### config.mk
export PLATFORM = sky130hd
export DESIGN_NAME = pgseq_top
export DESIGN_NICKNAME = d
export VERILOG_FILES = /design/src/rtl/pgseq_pkg.sv /design/src/rtl/pgseq_bitclk.sv /design/src/rtl/pgseq_exec.sv /design/src/rtl/pgseq_status.sv /design/src/rtl/pgseq_top.sv
export SDC_FILE = /design/constraint.sdc
export NUM_CORES = 1
export LEC_CHECK = 0
export BUFFER_PORTS_ARGS = -buffer_cell sky130_fd_sc_hd__buf_2
export CAP_MARGIN = 15
export CORE_ASPECT_RATIO = 1.25
export CORE_MARGIN = 2
export CORE_UTILIZATION = 40
export CTS_CLUSTER_SIZE = 16
export DETAILED_ROUTE_END_ITERATION = 12
export SLEW_MARGIN = 0
export SYNTH_ARGS = -nofsm -noshare
export SYNTH_HDL_FRONTEND = slang
export SYNTH_SLANG_ARGS = --single-unit
### constraint.sdc
create_clock -name clk -period 5.5 [get_ports clk]
set_input_delay 0.825 -clock clk [delete_from_list [all_inputs] [get_ports clk]]
set_output_delay 0.825 -clock clk [all_outputs]
set_load 0.01 [all_outputs]
### src/rtl/pgseq_pkg.sv
package pgseq_pkg;
    localparam int PAGE_W   = 12;
    localparam int PWR_W    = 5;
    localparam int PWR_IN_W = 8;

    typedef enum logic {
        OP_PAGE = 1'b0,
        OP_WAIT = 1'b1
    } op_e;

    typedef struct packed {
        op_e               op;
        logic [PAGE_W-1:0] page;
    } cmd_t;

    typedef struct packed {
        logic             flag;
        logic             empty;
        logic             idle;
        logic [PWR_W-1:0] pwr;
    } stat_t;

    function automatic logic [PWR_W-1:0] clamp_pwr(input logic [PWR_IN_W-1:0] v);
        if (v > PWR_IN_W'((1 << PWR_W) - 1))
            return '1;
        return v[PWR_W-1:0];
    endfunction
endpackage

### src/rtl/pgseq_bitclk.sv
module pgseq_bitclk #(
    parameter int DIV_HI = 64,
    parameter int DIV_LO = 128
) (
    input  logic clk,
    input  logic rst,
    input  logic rate_hi,
    output logic tick
);
    localparam int DMAX = (DIV_HI > DIV_LO) ? DIV_HI : DIV_LO;
    localparam int CW   = $clog2(DMAX);

    logic [CW-1:0] cnt;
    logic [CW-1:0] lim;

    always_comb lim = rate_hi ? CW'(DIV_HI - 1) : CW'(DIV_LO - 1);

    // Compare with >= so a switch to the short ratio never overruns.
    assign tick = (cnt >= lim);

    always_ff @(posedge clk) begin
        if (rst)       cnt <= '0;
        else if (tick) cnt <= '0;
        else           cnt <= cnt + CW'(1);
    end
endmodule

### src/rtl/pgseq_exec.sv
module pgseq_exec
    import pgseq_pkg::*;
#(
    parameter  int PAGE_LEN = 1024,
    localparam int BW       = $clog2(PAGE_LEN)
) (
    input  logic          clk,
    input  logic          rst,
    input  logic          gen_rst,
    input  logic          load,
    input  cmd_t          load_cmd,
    input  logic          tick,
    output logic          active,
    output logic          pend_valid,
    output cmd_t          act_cmd,
    output logic [BW-1:0] bit_idx,
    output logic          done
);
    cmd_t pend_cmd;
    logic take;

    assign done = active && tick && (bit_idx == BW'(PAGE_LEN - 1));
    // Held command moves on when idle or on the final bit of the running one.
    assign take = pend_valid && (!active || done);

    always_ff @(posedge clk) begin
        if (rst || gen_rst) begin
            active     <= 1'b0;
            pend_valid <= 1'b0;
            bit_idx    <= '0;
            act_cmd    <= '0;
            pend_cmd   <= '0;
        end else begin
            if (take) begin
                active  <= 1'b1;
                act_cmd <= pend_cmd;
                bit_idx <= '0;
            end else if (done) begin
                active  <= 1'b0;
                bit_idx <= '0;
            end else if (active && tick) begin
                bit_idx <= bit_idx + BW'(1);
            end

            if (load) begin
                pend_valid <= 1'b1;
                pend_cmd   <= load_cmd;
            end else if (take) begin
                pend_valid <= 1'b0;
            end
        end
    end
endmodule

### src/rtl/pgseq_status.sv
module pgseq_status
    import pgseq_pkg::*;
(
    input  logic                clk,
    input  logic                rst,
    input  logic                gen_rst,
    input  logic                stat_rd,
    input  logic                empty,
    input  logic                idle,
    input  logic                pwr_strobe,
    input  logic [PWR_IN_W-1:0] pwr_in,
    input  logic                irq_en,
    output stat_t               status,
    output logic                irq_drive_low
);
    logic             empty_q, idle_q, flag;
    logic [PWR_W-1:0] pwr;
    logic             rise;

    assign rise = (empty && !empty_q) || (idle && !idle_q);

    always_ff @(posedge clk) begin
        if (rst || gen_rst) begin
            // Delayed copies preset high so the reset-forced rise is not seen.
            flag    <= 1'b0;
            empty_q <= 1'b1;
            idle_q  <= 1'b1;
        end else begin
            empty_q <= empty;
            idle_q  <= idle;
            if (rise)         flag <= 1'b1;
            else if (stat_rd) flag <= 1'b0;
        end
    end

    always_ff @(posedge clk) begin
        if (rst)             pwr <= '0;
        else if (pwr_strobe) pwr <= clamp_pwr(pwr_in);
    end

    assign status        = '{flag: flag, empty: empty, idle: idle, pwr: pwr};
    assign irq_drive_low = flag && irq_en;
endmodule

### src/rtl/pgseq_top.sv
module pgseq_top
    import pgseq_pkg::*;
#(
    parameter  int DIV_HI   = 64,
    parameter  int DIV_LO   = 128,
    parameter  int PAGE_LEN = 1024,
    localparam int BW       = $clog2(PAGE_LEN),
    localparam int AW       = PAGE_W + BW
) (
    input  logic                clk,
    input  logic                rst,
    input  logic                gen_rst,
    input  logic                page_cmd,
    input  logic                wait_cmd,
    input  logic [PAGE_W-1:0]   page_num,
    input  logic                irq_en,
    input  logic                rate_hi,
    input  logic                decode,
    input  logic                powersave,
    input  logic                stat_rd,
    input  logic [PWR_IN_W-1:0] pwr_in,
    output logic                bit_tick,
    output logic                mem_req,
    output logic                mem_write,
    output logic [AW-1:0]       mem_addr,
    output logic                mem_fill_idle,
    output logic                idle_pat_en,
    output logic                idle_bit,
    output logic [7:0]          status,
    output logic                irq_drive_low
);
    cmd_t          load_cmd, act_cmd;
    logic          load, active, pend_valid, done, phase, is_wait;
    logic [BW-1:0] bit_idx;
    stat_t         stat;

    assign load          = page_cmd || wait_cmd;
    assign load_cmd.op   = wait_cmd ? OP_WAIT : OP_PAGE;
    assign load_cmd.page = page_num;

    pgseq_bitclk #(.DIV_HI(DIV_HI), .DIV_LO(DIV_LO)) u_bitclk (
        .clk(clk), .rst(rst), .rate_hi(rate_hi), .tick(bit_tick)
    );

    pgseq_exec #(.PAGE_LEN(PAGE_LEN)) u_exec (
        .clk(clk), .rst(rst), .gen_rst(gen_rst), .load(load), .load_cmd(load_cmd),
        .tick(bit_tick), .active(active), .pend_valid(pend_valid),
        .act_cmd(act_cmd), .bit_idx(bit_idx), .done(done)
    );

    pgseq_status u_status (
        .clk(clk), .rst(rst), .gen_rst(gen_rst), .stat_rd(stat_rd),
        .empty(!pend_valid), .idle(!active),
        .pwr_strobe(done && !decode && !gen_rst), .pwr_in(pwr_in),
        .irq_en(irq_en), .status(stat), .irq_drive_low(irq_drive_low)
    );

    // Free-running pattern phase for the no-command state.
    always_ff @(posedge clk) begin
        if (rst)           phase <= 1'b1;
        else if (bit_tick) phase <= !phase;
    end

    assign is_wait       = (act_cmd.op == OP_WAIT);
    assign mem_req       = active && !is_wait && bit_tick;
    assign mem_write     = !decode;
    assign mem_addr      = {act_cmd.page, bit_idx};
    assign mem_fill_idle = !decode && powersave;
    assign idle_pat_en   = decode && !powersave && (!active || is_wait);
    assign idle_bit      = active ? !bit_idx[0] : phase;
    assign status        = stat;
endmodule

# Yosys cells after proc, flatten, opt, wreduce, memory -nomap -nowiden
# Cells that the tools add are included.
[totals] elab_cells=65 memories=0 in_bits=30 output_inout_bits=37 register_bits=54 mem_bits_rw=0 latch_bits=0 romBits=0
[op_classes] n_eq_ne=1 n_lt_le_gt_ge=2 reduce_logical=33 n_div=0 shift=0 n_mux=14 add_sub_neg=2 n_mul=0 bitwise_logic=0
[op_table] cell="1-bit logical AND" count=13
[op_table] cell="1-bit two-way mux" count=11
[op_table] cell="10-bit by 1-bit adder with 10-bit output, second input constant" count=1
[op_table] cell="10-bit equality test, second input constant" count=1
[op_table] cell="1-bit zero test" count=10
[op_table] cell="5-bit two-way mux" count=2
[op_table] cell="8-bit by 5-bit greater-than comparator with 1-bit output, second input constant" count=1
[op_table] cell="7-bit by 1-bit adder with 7-bit output, second input constant" count=1
[op_table] cell="7-bit >= comparator" count=1
[op_table] cell="7-bit two-way mux" count=1
[op_table] cell="2-bit nonzero test" count=3
[op_table] cell="1-bit logical OR" count=5
[op_table] cell="3-bit OR reduction" count=1
[op_table] cell="2-bit OR reduction" count=1

# Longest topological paths before layout
# Gate-level depths: netlist of run 1.
[depth] ltp_word=9 ltp_mapped=7 depth_no_buf=5

# Cells and area by module
# Synthesis of run 1 repeated with hierarchy kept, for this count alone.
[hier_totals] hier_cells=253 area_unflattened_um2=2342.2
[modules_own_cells] mod="pgseq_exec" area_per_inst_um2=1551.5 n_inst=1 cells_per_inst=165 seq_area_each_um2=760.7
[modules_own_cells] mod="pgseq_bitclk" area_per_inst_um2=364.1 n_inst=1 cells_per_inst=40 seq_area_each_um2=140.1
[modules_own_cells] mod="pgseq_status" area_per_inst_um2=327.8 n_inst=1 cells_per_inst=34 seq_area_each_um2=160.2
[modules_own_cells] mod="pgseq_top" area_per_inst_um2=98.8 n_inst=1 cells_per_inst=14 seq_area_each_um2=20.0

# Worst setup path after synthesis of run 1
# No wires, ideal clock.
[synth_timing] kind="input port to output port" startpoint="input rate_hi" endpoint="output mem_req" t_required_ps=4675 n_path_buf=2 slack_ps=2877 arrival_ps=1798 cell_stages=6 path_cell_list="ha_1 > and2_1 > a41oi_4 > buf_6 > buf_2 > nor2_1"
[synth_via] elab_chain_cells=3
[synth_rtl] element="start, declared" line="pgseq_top.sv:17" text="input logic rate_hi,"
[synth_rtl] element="7-bit two-way mux" line="pgseq_bitclk.sv:16" text="always_comb lim = rate_hi ? CW'(DIV_HI - 1) : CW'(DIV_LO - 1);"
[synth_rtl] element="7-bit >= comparator" line="pgseq_bitclk.sv:19" text="assign tick = (cnt >= lim);"
[synth_rtl] element="1-bit logical AND" line="pgseq_top.sv:65" text="assign mem_req = active && !is_wait && bit_tick;"
[synth_rtl] element="end, declared" line="pgseq_top.sv:23" text="output logic mem_req,"
# Every way passes these cells.

# Final worst setup path of run 1
# Same ends and word-level chain as after synthesis.

==> insert_results.sql, run 1 <==
INSERT INTO impl_metrics (metric_group, metric, value, unit) VALUES
('run_status', 'outcome', 'finished, final reports clean', ''),
('die', 'die_width', '72.6', 'µm'),
('synthesis', 'synth_top_area_share', '0.459', ''),
('cells_and_area', 'final_cell_count_no_fill', '384', ''),
('synthesis', 'synth_sequential_area_ratio', '0.459', ''),
('timing', 'share_of_the_clock_period_used_by_the_worst_path', '0.526', ''),
('synthesis', 'postSynthRegisterBits', '54', ''),
('die', 'num_io_pins', '67', ''),
('critical_path', 'critical-path-slowest-cell', 'sky130_fd_sc_hd__a41oi_4', ''),
('cells_and_area', 'final_cell_mix', 'sky130_fd_sc_hd__buf_2, sky130_fd_sc_hd__nand2_1, sky130_fd_sc_hd__dfxtp_1', ''),
('critical_path', 'critPathTopFamily', 'compound AO/OA/AOI/OAI gates', ''),
('timing', 'timing.final.hold_violations', '0', ''),
('timing', 'tns', '0', 'ns'),
('detailed_routing', 'avgViaCountPerCell', '4.98', ''),
('timing', 'skew', '0.00890', 'ns'),
('clock_network', 'post-cts-setup-buffers', '0', ''),
('synthesis', 'yosysWarnings', '0', ''),
('critical_path', 'kind_of_critical_path', 'input port to output port', ''),
('die', 'die_outline_area', '6520', 'µm²'),
('critical_path', 'arrival', '2.07', 'ns'),
('critical_path', 'worstSetupEndpointType', 'output port', ''),
('detailed_routing', 'detail_route.first_pass.iterations', '4', ''),
('pwr', 'p_leak', '1.18', 'nW'),
('global_routing', 'gr-usage-all-layers', '0.157', ''),
('detailed_routing', 'dr.first_iter.drc_count', '98', ''),
('pwr', 'fin_total_pwr', '723', 'µW'),
('placed_design', 'finalWeightedCongestion', '0.766', ''),
('cells_and_area', 'final_core_util', '0.473', ''),
('clock_network', 'clock_tree.root_cell', 'sky130_fd_sc_hd__clkbuf_8', ''),
('timing', 'slew_viol_final', '0', ''),
('timing', 'final-setup-viol-count', '0', ''),
('pwr', 'combinationalPowerShare', '0.066', ''),
('placed_design', 'dp_worst_setup_slack', '2.61', 'ns'),
('global_routing', 'number_of_antenna_violations_at_the_first_check_in_global_routing', '0', ''),
('critical_path', 'crit_required', '4.68', 'ns'),
('synthesis', 'yosys.area.top_type', 'sky130_fd_sc_hd__dfxtp_1', ''),
('clock_network', 'post_cts.resized_instances', '0', ''),
('timing', 'max-slew-margin-rel', '0.297', ''),
('placed_design', 'dp_cells', '377', ''),
('clock_network', 'cts.hold.buffers_added', '0', ''),
('pwr', 'net-switching-power', '159', 'µW'),
('cells_and_area', 'final_design_area_no_fill', '2720', 'µm²'),
('pwr', 'pwr-share-seq', '0.558', ''),
('placed_design', 'placement.cell_area', '2610', 'µm²'),
('synthesis', 'syn_nets', '304', ''),
('placed_design', 'place.port_buffers', '66', ''),
('synthesis', 'synthCells', '271', ''),
('cells_and_area', 'n_antenna_cell', '0', ''),
('clock_network', 'cts_max_path_buffers', '2', ''),
('global_routing', 'first_global_vias', '1709', ''),
('clock_network', 'tritoncts.num_buffers', '5', ''),
('pwr', 'clkPwrFrac', '0.376', ''),
('timing', 'setup_repair_after_global_routing_missed_its_margin', 'no', ''),
('synthesis', 'netlist_top_cells_area', 'sky130_fd_sc_hd__dfxtp_1, sky130_fd_sc_hd__nand2_1, sky130_fd_sc_hd__mux2i_1', ''),
('timing', 'post-route-worst-setup-slack', '2.61', 'ns'),
('cells_and_area', 'syn2layout_area_growth', '15.3', '%'),
('clock_network', 'cts.clk_slew.worst_paths', '0.09', 'ns'),
('die', 'placeable_core_region', '5740', 'µm²'),
('cells_and_area', 'layout_commonest_cell', 'sky130_fd_sc_hd__buf_2', ''),
('timing', 'timing.fmax', '0.346', 'GHz'),
('timing', 'worst_slack_on_hold_paths', '0.456', 'ns'),
('detailed_routing', 'route.antenna.remaining_nets', '0', ''),
('global_routing', 'grt_overflow', '0', ''),
('detailed_routing', 'drc_violations', '0', ''),
('clock_network', 'insertion_delay', '0.30', 'ns'),
('cells_and_area', 'final_nets', '351', ''),
('global_routing', 'grt_start_max_net_pins', '30', ''),
('die', 'die_height', '89.8', 'µm'),
('synthesis', 'synth.distinct_cells', '37', ''),
('cells_and_area', 'final_layout_size_suffix_gt1_frac', '0.252', ''),
('critical_path', 'crit_path_cell_trace', 'buf_2, ha_1, and2_1, a41oi_4, nor2_1, buf_2', '');
[power by group through the flow]
stage / combinational [mW] / clock [mW] / sequential [mW]
final: 0.0476 / 0.272 / 0.404
after global routing: 0.0542 / 0.296 / 0.405
after CTS: 0.0483 / 0.278 / 0.404
after detailed placement: 0.0479 / 0 / 0.413
after global placement: 0.0481 / 0 / 0.413
after floorplan: 0.0312 / 0 / 0.411
[cell families after synthesis]
family / count (synthesis) / share of synthesized area
AOI/OAI and AO/OA: 47 / 0.131
xor gates and xnor gates: 7 / 0.0260
adders and majority gates: 3 / 0.0159
buffers and inverters: 36 / 0.0866
DFF: 54 / 0.459
muxes: 15 / 0.0637
and+or+nand+nor: 109 / 0.218
[worst register-to-register path: stages (launching register included)]
cell	delay [ns]
sky130_fd_sc_hd__dfxtp_1	0.45
sky130_fd_sc_hd__ha_1	0.29
sky130_fd_sc_hd__and3_1	0.20
sky130_fd_sc_hd__nand3_1	0.20
sky130_fd_sc_hd__o22ai_2	0.75
sky130_fd_sc_hd__mux2i_1	0.28
[sequential cells by signal, summed over array words and instances, names as in the netlist]
register           cells
u_exec.bit_idx        10
u_exec.pend_valid      1
u_status.pwr           5
u_status.empty_q       1
u_bitclk.cnt           7
u_status.flag          1
u_exec.act_cmd        13
u_exec.active          1
u_status.idle_q        1
u_exec.pend_cmd       13
phase                  1
[area by class of cell]
| class | instances | area, µm² |
|---|---|---|
| tap | 66 | 82.6 |
| inverter | 10 | 37.5 |
| multi-input combinational | 181 | 1070 |
| fill | 603 | 3020 |
| clock buffer | 6 | 82.6 |
| clock inverter | 1 | 30.0 |
| timing repair buffer | 66 | 330 |
| sequential | 54 | 1080 |
[cells in the mapped netlist]
library cell	count
sky130_fd_sc_hd__nand2_1	56
sky130_fd_sc_hd__dfxtp_1	54
sky130_fd_sc_hd__a21oi_1	23
sky130_fd_sc_hd__buf_4	16
sky130_fd_sc_hd__mux2i_1	15
sky130_fd_sc_hd__nor2_1	15
sky130_fd_sc_hd__inv_1	10
sky130_fd_sc_hd__clkbuf_1	8
sky130_fd_sc_hd__nand2b_1	7
sky130_fd_sc_hd__nand3_1	7
sky130_fd_sc_hd__o21ai_0	7
sky130_fd_sc_hd__a2bb2oi_1	5
sky130_fd_sc_hd__or3_1	5
sky130_fd_sc_hd__or4_1	5
sky130_fd_sc_hd__xor2_1	5
sky130_fd_sc_hd__and2_1	3
sky130_fd_sc_hd__and3_1	3
sky130_fd_sc_hd__ha_1	3
sky130_fd_sc_hd__o31ai_1	3
sky130_fd_sc_hd__nand4_1	2
sky130_fd_sc_hd__or2_2	2
sky130_fd_sc_hd__xnor2_1	2
sky130_fd_sc_hd__a211oi_1	1
sky130_fd_sc_hd__a21o_1	1
sky130_fd_sc_hd__a31oi_1	1
sky130_fd_sc_hd__a41oi_1	1
sky130_fd_sc_hd__a41oi_4	1
sky130_fd_sc_hd__and4_1	1
sky130_fd_sc_hd__and4_4	1
sky130_fd_sc_hd__buf_2	1
sky130_fd_sc_hd__buf_6	1
sky130_fd_sc_hd__nor2b_1	1
sky130_fd_sc_hd__o211ai_1	1
sky130_fd_sc_hd__o21bai_1	1
sky130_fd_sc_hd__o22ai_1	1
sky130_fd_sc_hd__o22ai_2	1
sky130_fd_sc_hd__or4_4	1
[metal layers]
metal / wire length [µm] / track usage / vias up
li1: - / - / 994
met1: 2400 / 0.222 / 870
met2: 2290 / 0.230 / 45
met3: 225 / 0.0392 / 2
met4: 29 / 0.0556 / 0
met5: 0 / 0 / -
[final timing paths]
kind                              startpoint                         endpoint  slack [ns]  cells after the start
min reg2reg  u_exec.pend_cmd[5]$_SDFFE_PP0P_  u_exec.pend_cmd[5]$_SDFFE_PP0P_        0.46                      2
min          u_exec.pend_cmd[5]$_SDFFE_PP0P_  u_exec.pend_cmd[5]$_SDFFE_PP0P_        0.46                      2
max reg2reg   u_exec.bit_idx[0]$_SDFFE_PP0P_   u_exec.act_cmd[8]$_SDFFE_PP0P_        3.26                      5
max                                  rate_hi                          mem_req        2.61                      6
Note: power is estimated with default switching activity, not from simulation.
==> inputs of run 2 (changes only) <==
--- a/config.mk
+++ b/config.mk
@@ -5,6 +5,7 @@
 export SDC_FILE = /design/constraint.sdc
 export NUM_CORES = 1
 export LEC_CHECK = 0
+export ABC_AREA = 1
 export BUFFER_PORTS_ARGS = -buffer_cell sky130_fd_sc_hd__buf_2
 export CAP_MARGIN = 15
 export CORE_ASPECT_RATIO = 1.25
==> constraint.sdc (replaced) <==
create_clock -name clk -period 2.68 [get_ports clk]
set_input_delay 0.402 -clock clk [delete_from_list [all_inputs] [get_ports clk]]
set_output_delay 0.402 -clock clk [all_outputs]
set_load 0.01 [all_outputs]
==> insert_results.sql, run 2 <==
INSERT INTO impl_metrics (metric_group, metric, value, unit) VALUES
('clock_network', 'clock_tree.root_cell', 'sky130_fd_sc_hd__clkbuf_8', ''),
('synthesis', 'synth_top_family_by_area', 'simple AND/OR/NAND/NOR gates', ''),
('global_routing', 'global_route_wire_length_before_repair', '8290', 'µm'),
('global_routing', 'use_met3', '0.0323', ''),
('critical_path', 'critPathTopFamily', 'simple AND/OR/NAND/NOR gates', ''),
('detailed_routing', 'drc_violations', '0', ''),
('clock_network', 'cts.hold.buffers_added', '0', ''),
('global_routing', 'globalRouteMet2Util', '0.260', ''),
('critical_path', 'kind_of_critical_path', 'flop to output port', ''),
('critical_path', 'arrival', '1.59', 'ns'),
('global_routing', 'grt_overflow', '0', ''),
('placed_design', 'place.detailed.hpwl', '3830', 'µm'),
('global_routing', 'first_global_vias', '1976', ''),
('timing', 'timing.final.hold_violations', '0', ''),
('global_routing', 'gr-usage-all-layers', '0.151', ''),
('timing', 'final-setup-viol-count', '0', ''),
('critical_path', 'worstSetupEndpointType', 'output port', ''),
('synthesis', 'synth_compound_area_frac', '0.0937', ''),
('timing', 'tns', '0', 'ns'),
('pwr', 'p_leak', '1.35', 'nW'),
('synthesis', 'synthFlopType', 'sky130_fd_sc_hd__dfxtp_1', ''),
('synthesis', 'syn-mean-instance-area', '7.12', 'µm²'),
('die', 'initial_core_util', '0.413', ''),
('detailed_routing', 'detail_route.first_pass.iterations', '4', ''),
('critical_path', 'crit_path_cell_trace', 'ha_1, nand2_1, nor2_2, nand2_1, nand2_2, nand2_4, nor2_1, buf_2', ''),
('cells_and_area', 'final_cell_mix', 'sky130_fd_sc_hd__buf_2, sky130_fd_sc_hd__nand2_1, sky130_fd_sc_hd__nor2_1', ''),
('die', 'placeable_core_region', '6210', 'µm²'),
('clock_network', 'cts_max_path_buffers', '2', ''),
('cells_and_area', 'final_nets', '444', ''),
('detailed_routing', 'dr.first_iter.drc_count', '44', ''),
('die', 'die_outline_area', '7070', 'µm²'),
('synthesis', 'synth.distinct_cells', '30', ''),
('clock_network', 'insertion_delay', '0.30', 'ns'),
('synthesis', 'adder_cell_fraction_of_synth_area', '0.0146', ''),
('cells_and_area', 'final_layout_size_suffix_gt1_frac', '0.228', ''),
('synthesis', 'synth_edf_count', '0', ''),
('synthesis', 'postSynthRegisterBits', '54', ''),
('placed_design', 'finalWeightedCongestion', '0.827', ''),
('synthesis', 'yosys.cell_count.top_type', 'sky130_fd_sc_hd__nor2_1', ''),
('die', 'die_height', '93.5', 'µm'),
('cells_and_area', 'layout_commonest_cell', 'sky130_fd_sc_hd__buf_2', ''),
('global_routing', 'grtUsageMet1', '0.180', ''),
('synthesis', 'synth_top_area_share', '0.422', ''),
('detailed_routing', 'avgViaCountPerCell', '4.48', ''),
('synthesis', 'synth-simple-area-share', '0.298', ''),
('timing', 'max-slew-margin-rel', '0.670', ''),
('placed_design', 'place.port_buffers', '66', ''),
('clock_network', 'tritoncts.num_buffers', '5', ''),
('synthesis', 'post_synth_xor_area_fraction', '0.0205', ''),
('timing', 'share_of_the_clock_period_used_by_the_worst_path', '0.743', ''),
('critical_path', 'worstPathMaxFanout', '9', ''),
('placed_design', 'dp_cells', '489', ''),
('critical_path', 'critical_path_most_common_cell', 'sky130_fd_sc_hd__nand2_1', ''),
('synthesis', 'synthCells', '360', ''),
('clock_network', 'tritoncts', 'built', ''),
('synthesis', 'yosysWarnings', '0', ''),
('detailed_routing', 'average_wire_length_per_cell_after_detail_routing', '10.3', 'µm'),
('clock_network', 'ctsHtreeMaxLevel', '2', ''),
('run_status', 'outcome', 'finished, final reports clean', ''),
('cells_and_area', 'final_core_util', '0.482', ''),
('flow_run', 'number_of_maximum_capacitance_violations', '0', ''),
('synthesis', 'share_of_synthesized_flip_flops_with_an_asynchronous_set_or_reset', '0', ''),
('die', 'placement_rows', '32', ''),
('synthesis', 'synthMuxAreaShare', '0', ''),
('timing', 'slew_viol_final', '0', ''),
('die', 'num_io_pins', '67', ''),
('global_routing', 'top_usage_layer', 'met2', ''),
('die', 'die_width', '75.6', 'µm'),
('timing', 'skew', '0.00783', 'ns'),
('cells_and_area', 'final_cell_count_no_fill', '497', ''),
('synthesis', 'synth_cell_area', '2560', 'µm²'),
('critical_path', 'cp.buffers_inverters', '1', ''),
('detailed_routing', 'wl', '5130', 'µm'),
('global_routing', 'number_of_antenna_violations_at_the_first_check_in_global_routing', '0', ''),
('timing', 'worst_slew_pin_slew', '0.494', 'ns'),
('timing', 'setup_repair_after_global_routing_missed_its_margin', 'no', ''),
('synthesis', 'synthTopCellsByCount', 'sky130_fd_sc_hd__nor2_1, sky130_fd_sc_hd__nand2_1, sky130_fd_sc_hd__dfxtp_1, sky130_fd_sc_hd__inv_1, sky130_fd_sc_hd__o21ai_0', ''),
('critical_path', 'critical-path-slowest-cell', 'sky130_fd_sc_hd__dfxtp_1', ''),
('global_routing', 'grt_start_max_net_pins', '31', ''),
('cells_and_area', 'syn2layout_area_growth', '16.6', '%'),
('cells_and_area', 'top_regs', 'u_exec.act_cmd x13, u_exec.pend_cmd x13, u_exec.bit_idx x10', ''),
('critical_path', 'max_stage_delay', '0.34', 'ns'),
('detailed_routing', 'route.antenna.remaining_nets', '0', ''),
('synthesis', 'synth_sequential_area_ratio', '0.422', ''),
('synthesis', 'netlist_top_cells_area', 'sky130_fd_sc_hd__dfxtp_1, sky130_fd_sc_hd__nor2_1, sky130_fd_sc_hd__nand2_1', ''),
('clock_network', 'clock_sink_count', '54', ''),
('cells_and_area', 'n_antenna_cell', '0', ''),
('detailed_routing', 'routed-via-count', '2229', ''),
('critical_path', 'timing.critical_path.from_type', 'flop', ''),
('clock_network', 'post_cts.resized_instances', '0', ''),
('synthesis', 'syn_nets', '393', ''),
('pwr', 'vdd_drop_max', '0.335', 'mV'),
('min_path', 'path_type_of_the_worst_min_delay_path', 'input port to flop', ''),
('clock_network', 'post-cts-setup-buffers', '0', ''),
('pwr', 'cellPowerDensity', '533', 'nW/µm²'),
('timing', 'timing.fmax', '0.502', 'GHz'),
('timing', 'finalCriticalPeriod', '1.99', 'ns'),
('clock_network', 'cts.clk_slew.worst_paths', '0.09', 'ns'),
('synthesis', 'yosys.area.top_type', 'sky130_fd_sc_hd__dfxtp_1', ''),
('critical_path', 'crit_required', '2.28', 'ns');
-- run 2: path summary, 6_finish.rpt --
check	startpoint	to	slack (ns)	cells past startpoint
setup reg to reg	u_exec.bit_idx[0]$_SDFFE_PP0P_	u_exec.bit_idx[8]$_SDFFE_PP0P_	0.92	8
hold / removal	wait_cmd	u_exec.pend_cmd[12]$_SDFFE_PP0P_	0.33	3
setup / recovery	u_bitclk.cnt[6]$_SDFF_PP0_	mem_req	0.69	8
hold reg to reg	u_exec.pend_cmd[9]$_SDFFE_PP0P_	u_exec.pend_cmd[9]$_SDFFE_PP0P_	0.46	2
-- run 2: per-stage QoR --
stage	cell area (µm²)	hold WS, ns	worst slack, ns	power [mW]
2_1_floorplan	2560	0.418	1.00	0.938
3_3_place_gp	2850	0.433	0.815	0.975
3_5_place_dp	2850	0.441	0.813	0.978
4_1_cts	2990	0.325	0.665	1.62
5_1_grt	2990	0.345	0.518	1.67
6_report	2990	0.331	0.688	1.59
-- run 2: cells by family (layout without fill, tap and decap cells) --
group                      after synthesis  after routing
xor gates and xnor gates                 6              6
adders and majority gates                3              3
AOI/OAI and AO/OA                       42             42
DFF                                     54             54
buffers and inverters                   80            132
and+or+nand+nor                        175            175
-- run 2: power by group --
part	switching (mW)	leakage, nW	total [mW]	internal, mW
combinational	0.0732	0.848	0.124	0.0510
clock	0.263	0.0683	0.637	0.374
sequential	0.00943	0.439	0.832	0.823
total	0.346	1.35	1.59	1.25
-- run 2: metal layers --
| layer | up-vias | share of wire |
|---|---|---|
| li1 | 1195 | - |
| met1 | 972 | 0.46 |
| met2 | 54 | 0.48 |
| met3 | 8 | 0.042 |
| met4 | 0 | 0.019 |
| met5 | - | 0 |
-- run 2: area by class of cell --
| type | instances | area [µm²] |
|---|---|---|
| Sequential cell | 54 | 1080 |
| Inverter | 55 | 214 |
| Clock inverter | 3 | 68.8 |
| Multi-Input combinational cell | 226 | 1100 |
| Fill cell | 665 | 3220 |
| Timing Repair Buffer | 69 | 353 |
| Clock buffer | 5 | 68.8 |
| Tap cell | 85 | 106 |
-- run 2: tightest hold or removal path: stages --
cell                      delay [ns]
sky130_fd_sc_hd__buf_2          0.09
sky130_fd_sc_hd__a21oi_1        0.04
sky130_fd_sc_hd__nor2_1         0.07
